$ cat src/rtl/txjab_pkg.sv
package txjab_pkg;
  typedef enum logic [1:0] {
    ST_ARMED  = 2'd0,
    ST_JABBED = 2'd1,
    ST_UNJAB  = 2'd2
  } jab_state_e;
endpackage

$ cat src/rtl/txjab_rst_sync.sv
module txjab_rst_sync (
  input  logic clk,
  input  logic rst_n,
  output logic rst_sn
);
  logic [1:0] pipe_q;

  always_ff @(posedge clk or negedge rst_n) begin
    if (!rst_n) pipe_q <= 2'b00;
    else        pipe_q <= {pipe_q[0], 1'b1};
  end

  assign rst_sn = pipe_q[1];
endmodule

$ cat src/rtl/txjab_tick.sv
module txjab_tick #(
  parameter int CLK_DIV = 10
) (
  input  logic clk,
  input  logic rst_n,
  output logic tick
);
  generate
    if (CLK_DIV <= 1) begin : g_pass
      assign tick = 1'b1;
    end else begin : g_div
      localparam int DW = $clog2(CLK_DIV);
      localparam logic [DW-1:0] LAST = DW'(CLK_DIV - 1);
      logic [DW-1:0] div_q, div_d;
      logic          wrap;

      assign wrap = (div_q == LAST);

      always_comb begin
        div_d = wrap ? '0 : div_q + 1'b1;
      end

      always_ff @(posedge clk or negedge rst_n) begin
        if (!rst_n) div_q <= '0;
        else        div_q <= div_d;
      end

      assign tick = wrap;
    end
  endgenerate
endmodule

$ cat src/rtl/txjab_span_cnt.sv
module txjab_span_cnt #(
  parameter int LIMIT = 16
) (
  input  logic clk,
  input  logic rst_n,
  input  logic clr,
  input  logic step,
  output logic hit
);
  localparam int CW = $clog2(LIMIT + 1);
  localparam logic [CW-1:0] LAST = CW'(LIMIT - 1);

  logic [CW-1:0] cnt_q, cnt_d;
  logic          cnt_en;

  assign hit    = step && !clr && (cnt_q == LAST);
  assign cnt_en = clr || step;

  always_comb begin
    if (clr || hit) cnt_d = '0;
    else            cnt_d = cnt_q + 1'b1;
  end

  always_ff @(posedge clk or negedge rst_n) begin
    if (!rst_n)      cnt_q <= '0;
    else if (cnt_en) cnt_q <= cnt_d;
  end
endmodule

$ cat src/rtl/txjab_fsm.sv
module txjab_fsm
  import txjab_pkg::*;
(
  input  logic clk,
  input  logic rst_n,
  input  logic tx_active,
  input  logic drv_fault,
  input  logic act_hit,
  input  logic idle_hit,
  output logic in_armed,
  output logic in_unjab,
  output logic drv_en,
  output logic col_req
);
  jab_state_e st_q, st_d;
  logic       en_q, col_q;
  logic       busy;

  assign busy = tx_active || drv_fault;

  always_comb begin
    st_d = st_q;
    unique case (st_q)
      ST_ARMED:  if (drv_fault || act_hit) st_d = ST_JABBED;
      ST_JABBED: if (!busy)                st_d = ST_UNJAB;
      ST_UNJAB: begin
        if (busy)          st_d = ST_JABBED;
        else if (idle_hit) st_d = ST_ARMED;
      end
      default:             st_d = ST_JABBED;
    endcase
  end

  always_ff @(posedge clk or negedge rst_n) begin
    if (!rst_n) begin
      st_q  <= ST_ARMED;
      en_q  <= 1'b1;
      col_q <= 1'b0;
    end else begin
      st_q  <= st_d;
      en_q  <= (st_d == ST_ARMED);
      col_q <= (st_d != ST_ARMED);
    end
  end

  assign in_armed = (st_q == ST_ARMED);
  assign in_unjab = (st_q == ST_UNJAB);
  assign drv_en   = en_q;
  assign col_req  = col_q;
endmodule

$ cat src/rtl/txjab_guard.sv
module txjab_guard #(
  parameter int CLK_DIV     = 10,
  parameter int JAB_LIMIT   = 260000,
  parameter int UNJAB_LIMIT = 4000000
) (
  input  logic clk,
  input  logic rst_n,
  input  logic tx_active,
  input  logic drv_fault,
  output logic drv_en,
  output logic tx_gated,
  output logic col_req
);
  logic rst_sn;
  logic tick;
  logic in_armed, in_unjab;
  logic act_hit, idle_hit;
  logic act_clr, idle_clr;

  txjab_rst_sync u_rst (
    .clk    (clk),
    .rst_n  (rst_n),
    .rst_sn (rst_sn)
  );

  txjab_tick #(.CLK_DIV(CLK_DIV)) u_tick (
    .clk   (clk),
    .rst_n (rst_sn),
    .tick  (tick)
  );

  assign act_clr  = !in_armed || !tx_active;
  assign idle_clr = !in_unjab || tx_active || drv_fault;

  txjab_span_cnt #(.LIMIT(JAB_LIMIT)) u_act_cnt (
    .clk   (clk),
    .rst_n (rst_sn),
    .clr   (act_clr),
    .step  (tick),
    .hit   (act_hit)
  );

  txjab_span_cnt #(.LIMIT(UNJAB_LIMIT)) u_idle_cnt (
    .clk   (clk),
    .rst_n (rst_sn),
    .clr   (idle_clr),
    .step  (tick),
    .hit   (idle_hit)
  );

  txjab_fsm u_fsm (
    .clk       (clk),
    .rst_n     (rst_sn),
    .tx_active (tx_active),
    .drv_fault (drv_fault),
    .act_hit   (act_hit),
    .idle_hit  (idle_hit),
    .in_armed  (in_armed),
    .in_unjab  (in_unjab),
    .drv_en    (drv_en),
    .col_req   (col_req)
  );

  assign tx_gated = tx_active && drv_en;
endmodule

$ cat config.mk
export PLATFORM = sky130hd
export DESIGN_NAME = txjab_guard
export DESIGN_NICKNAME = d
export VERILOG_FILES = /design/src/rtl/txjab_pkg.sv /design/src/rtl/txjab_rst_sync.sv /design/src/rtl/txjab_tick.sv /design/src/rtl/txjab_span_cnt.sv /design/src/rtl/txjab_fsm.sv /design/src/rtl/txjab_guard.sv
export SDC_FILE = /design/constraint.sdc
export NUM_CORES = 1
export LEC_CHECK = 0
export CAP_MARGIN = 10
export CORE_MARGIN = 5
export CORE_UTILIZATION = 38
export DETAILED_ROUTE_END_ITERATION = 10
export GPL_TIMING_DRIVEN = 0
export PLACE_DENSITY = 0.57
export SYNTH_ARGS = -nofsm -noshare
export SYNTH_HDL_FRONTEND = slang
export SYNTH_SLANG_ARGS = --single-unit
$ cat constraint.sdc
create_clock -name clk -period 1.7 [get_ports clk]
set_clock_uncertainty 0.1 [all_clocks]
set_input_delay 0.34 -clock clk [delete_from_list [all_inputs] [get_ports clk]]
set_output_delay 0.34 -clock clk [all_outputs]
set_load 0.02 [all_outputs]
== Word level (Yosys, flattened, before mapping) ==
Cells that the tools add are included.
Widths: inputs -> output; s select.

* Flip-flop bits (word level): 50
* Output and inout port bits: 3
* Word-level logic and storage cells: 45

* Reductions and logical operators: 22
* Equality and inequality tests: 5
* Add/subtract/negate cells: 3
* Multiplexer cells: 8

{| class="wikitable"
|+ Operator list
! cell !! number
|-
| $add 22x1->22 const B || 1
|-
| $eq 22x22->1 const B || 1
|-
| $mux 22 || 1
|-
| $add 18x1->18 const B || 1
|-
| $eq 18x18->1 const B || 1
|-
| $mux 18 || 1
|-
| $logic_or 1x1->1 || 9
|-
| $mux 2 || 4
|-
| $pmux 2 s3 || 1
|-
| $logic_and 1x1->1 || 5
|-
| $logic_not 1->1 || 5
|-
| $add 4x1->4 const B || 1
|-
| $eq 4x4->1 const B || 1
|-
| $logic_not 2->1 || 2
|-
| $mux 4 || 1
|-
| $eq 2x1->1 const B || 1
|-
| $eq 2x2->1 const B || 1
|-
| $reduce_bool 2->1 || 1
|}

== Depth between registers and ports, before layout ==
* Depth after elaboration: 11
* Mapped depth: 7
* Depth with buffers taken out: 5

== Cells and area by module ==
Synthesis repeated with hierarchy kept, for this count alone.

* Cells, all modules: 272
* Area, all modules: 2677.6 um2

{| class="wikitable"
|+ By module, submodules not included
! module !! instances !! sequential area each (um2) !! cells each !! area an instance (um2)
|-
| txjab_span_cnt (u_idle_cnt) || 1 || 550.5 || 125 || 1224.9
|-
| txjab_span_cnt (u_act_cnt) || 1 || 450.4 || 108 || 1009.7
|-
| txjab_fsm || 1 || 101.3 || 18 || 197.7
|-
| txjab_tick || 1 || 100.1 || 15 || 171.4
|-
| txjab_rst_sync || 1 || 50.0 || 3 || 53.8
|-
| txjab_guard || 1 || 0.0 || 3 || 20.0
|}

== Worst setup path after synthesis ==
No wires, ideal clock.

* Path type: register to register
* From: register u_idle_cnt.cnt_q[8]
* To: register u_idle_cnt.cnt_q[15]
* Path slack: -0.480 ns
* Required time: 1.471 ns
* Clock period less this slack: 2.180 ns
* Cell stages (with the launch flop): 7
* Buffers on the path: 2
* Arrival time: 1.951 ns
* Path through: dfrtp_1 > or4_1 > or4_1 > buf_6 > o21ai_4 > buf_6 > a21oi_2

* Longest elaborated chain between the ends: 4
* Elaborated cells between the ends (all ways): 5
* Classes of those cells: add/sub: 1; eq/ne: 1; mux: 1; reduce/logical: 2

{| class="wikitable"
|+ Ends and longest elaborated chain
! item !! line !! source
|-
| start: declaration || txjab_span_cnt.sv:13 || <nowiki>logic [CW-1:0] cnt_q, cnt_d;</nowiki>
|-
| start signal: assignment || txjab_span_cnt.sv:26 || <nowiki>else if (cnt_en) cnt_q <= cnt_d;</nowiki>
|-
| branches (longest 3 deep; another with $add 22x1->22) || - ||
|-
| $mux 22 (*) || txjab_span_cnt.sv:20 || <nowiki>if (clr || hit) cnt_d = '0;</nowiki>
|}

Every way passes the cells marked *.
A chain may end at the register's enable or synchronous reset.

== Worst setup path after layout ==
* From: register u_idle_cnt.cnt_q[13]
* To: register u_idle_cnt.cnt_q[3]

* Longest elaborated chain between the ends: 4

{| class="wikitable"
|+ Ends and longest elaborated chain
! item !! line !! source
|-
| $eq 22x22->1 || txjab_span_cnt.sv:16 || <nowiki>assign hit = step && !clr && (cnt_q == LAST);</nowiki>
|-
| $logic_and 1x1->1 || txjab_span_cnt.sv:16 ||
|-
| $logic_or 1x1->1 || txjab_span_cnt.sv:20 ||
|-
| $mux 22 || txjab_span_cnt.sv:20 ||
|}

Every way passes these cells.

==> results.md <==
* Core area at 7180 um^2
* Violated checks: negative setup slack
* Iter 0 DRT Violations at 99
* Synthesis-to-layout area growth at 34.6%
* Ant diodes at 0
* # Max-Cap Violations at 0
* Final Hold Viols at 0
* Wirelength per Cell at 16.1 um
* Outcome: finished, violations left
* TritonCTS Buffers at 5
* Post-synthesis sequential area ratio at 45.3%
* Fmax at 459 MHz
* Xor/xnor share of the synthesized area at 4.12%
* Fin nets at 341
* RSZ-0062 raised after global routing: yes
* Fin crit period at 2180 ps
* Critical path type: reg -> reg
* Slew Viols, Final at 0
* Clock root buffer: clkbuf_8
* Ports at 7
* Die H at 95.3 um
* Largest family of logic cells by synthesized area: simple AND/OR/NAND/NOR gates
* Main synth FF type: dfrtp_1
* Die area at 9080 um^2
* Leakage power figure at 1.38 nW
* CP Max Fanout at 5
* Fill cell count at 642
* Worst Max-Slew Pin Slew at 572 ps
* Max Buffers Root-to-Sink at 2
* GPL Wtd Cong at 0.763
* WP data required at 1800 ps
* Hold Crit Class: reg -> async
* Die width at 95.3 um
* Initial antenna violation count at 0
* Post-Synthesis Cells at 285
* # DRC at 0
* Drt total wl at 7020 um
* Post-synthesis cell area at 2760 um^2
* H-tree levels at 2
* Top post-synthesis cells by area: dfrtp_1 44%, or4_1 4.3%, nand2_1 3.9%, o31ai_1 3.8%, a21oi_1 3.3%
* Gr ovfl total at 0
* CP Launch Type: register
* CTS tree: done
* Simple-gate share of the synthesized area at 25.7%
* Clk pin slew, worst setup/hold paths at 100 ps
* Clock Sinks at 50
* CP arrival at 2280 ps
* Share of the synthesized area in the top cell type at 44.4%
* Leading area contributor after synthesis: dfrtp_1
* Pre-CTS WS at -1070 ps
* I/O Buffers at 6
* Final period utilization at 128%
* Max VDD drop at 0.000309 V
* Share of cells above drive strength 1 at 38.4%
* Mux cell area share after synthesis at 1.45%
* First-pass GRT wire length at 11,800 um
* Endpoints failing setup at 44
* Syn avg cell area at 9.70 um^2
* Post-layout util at 51.8%
* Effective utilization at floorplan at 38.5%
* Number of synthesized flops with an enable pin at 0
* Library cells used by synthesis at 56
* FP Rows at 31
* Slew margin rel. at 61.7%
* Most common cell in the netlist: dfrtp_1
* Vias in the first global route at 2,399
* YS warnings at 0
* DPL Wire Length at 4380 um
* #FFs+latches synth at 50
* Post-synth top cells: 49 x dfrtp_1, 29 x nand2_1, 18 x a21oi_1, 16 x or4_1, 14 x o31ai_1
* Drt pass-1 iters at 4
* Clk Latency, worst-skew pair at 310 ps
* Post-route ant nets at 0
* Adder-Cell Fraction of Synth Area at 0.905%
* Vias after detailed routing at 2,419
* Power per cell area at 563 nW/um^2
* Final worst setup slack at -480 ps
* Crit end category: register
* Largest net degree at the start of global routing at 36
* Synth Area in Compound Gates at 18.2%
* Syn_nets at 291
* Vias/cell at 5.56
* Setup TNS at -13,510 ps
* Tot GR Track Use at 16.5%
* Ys async rst share at 100%
flip-flops by register name (all words and copies together), names as in the netlist:
name and cells:
u_act_cnt.cnt_q 18, u_fsm.col_req 1, u_fsm.drv_en 1, u_fsm.st_q 2
u_idle_cnt.cnt_q 22, u_rst.pipe_q 2, u_tick.g_div.div_q 4
critical path: stages (launching register included):
cell and delay (ps):
dfrtp_1 390, or4_1 520, or4_4 590, o21ai_4 170, buf_6 150, buf_8 120
nor2_4 30
layer usage:
layer	up-vias	global-route usage, %	routed length (um)
met4	0	4.45	70
met5	-	0	0
met3	5	3.16	209
met2	29	26.5	3380
li1	1179	-	-
met1	1206	22.7	3360
layout make-up:
class                           count  area [um^2]  area share (%)
Buffer                             10          124            3.33
Clock buffer                        6         82.6            2.22
Timing Repair Buffer               46          432            11.6
Inverter                            6         22.5           0.605
Multi-Input combinational cell    216         1660            44.7
Sequential cell                    50         1260            33.9
Tap cell                           99          124            3.33
Clock inverter                      2         12.5           0.336
logic make-up (layout without fill, tap and decap cells):
family	Yosys count	in the layout
fa+ha+maj	2	2
simple gates	122	122
buf+inv	19	70
xor+xnor	13	13
flops	50	50
mux	4	4
compound gates	74	74
other cells	1	1
placed cells by master (no fill, tap or decap), types with 7 or more instances in the layout:
cell type and instances:
o21ai_0 9, dfrtp_1 43, buf_4 26, buf_6 14, a21oi_2 16, nand2_1 29
clkbuf_8 7, nor2_2 11, or4_1 8, or4_4 8, o31ai_1 13, nand4_1 10
a21oi_1 7, nand3_1 10, xor2_1 8
stage by stage:
step	instance area, um^2	std cells	hold slack [ps]	total power [mW]
2_1_floorplan	2820	285	-55.6	1.30
3_3_place_gp	3010	390	240	1.33
3_5_place_dp	3030	391	78.6	1.34
4_1_cts	3550	427	71.0	2.11
5_1_grt	3720	435	70.8	2.18
6_report	3720	435	75.0	2.10
repair_timing:
action / CTS / global route
pin swaps: 27 / 22
setup endpoints to repair: 46 / 46
buffers inserted: 28 / 10
gates resized for setup: 51 / 40
gates cloned: 2 / 0
hold buffers: 0 / 0
hold endpoints to repair: 0 / 0
power by group:
part	total, mW	switching [mW]	internal [mW]
logic	0.140	0.0770	0.0631
registers	1.21	0.0100	1.20
clock network	0.746	0.417	0.328
final timing paths:
| kind | from | end | slack (ps) | cells past startpoint |
|---|---|---|---|---|
| setup reg to reg | u_idle_cnt.cnt_q[13] | u_idle_cnt.cnt_q[3] | -480 | 6 |
| setup / recovery | u_idle_cnt.cnt_q[13] | u_idle_cnt.cnt_q[3] | -480 | 6 |
| hold reg to reg | u_rst.pipe_q[1] | u_idle_cnt.cnt_q[17] | 70 | 0 |
| max in group asynchronous | u_rst.pipe_q[1] | u_idle_cnt.cnt_q[11] | 900 | 1 |
| hold / removal | u_rst.pipe_q[1] | u_idle_cnt.cnt_q[17] | 70 | 0 |
| min in group clk | u_rst.pipe_q[0] | u_rst.pipe_q[1] | 270 | 0 |
Power figures use the tool's default switching activity.
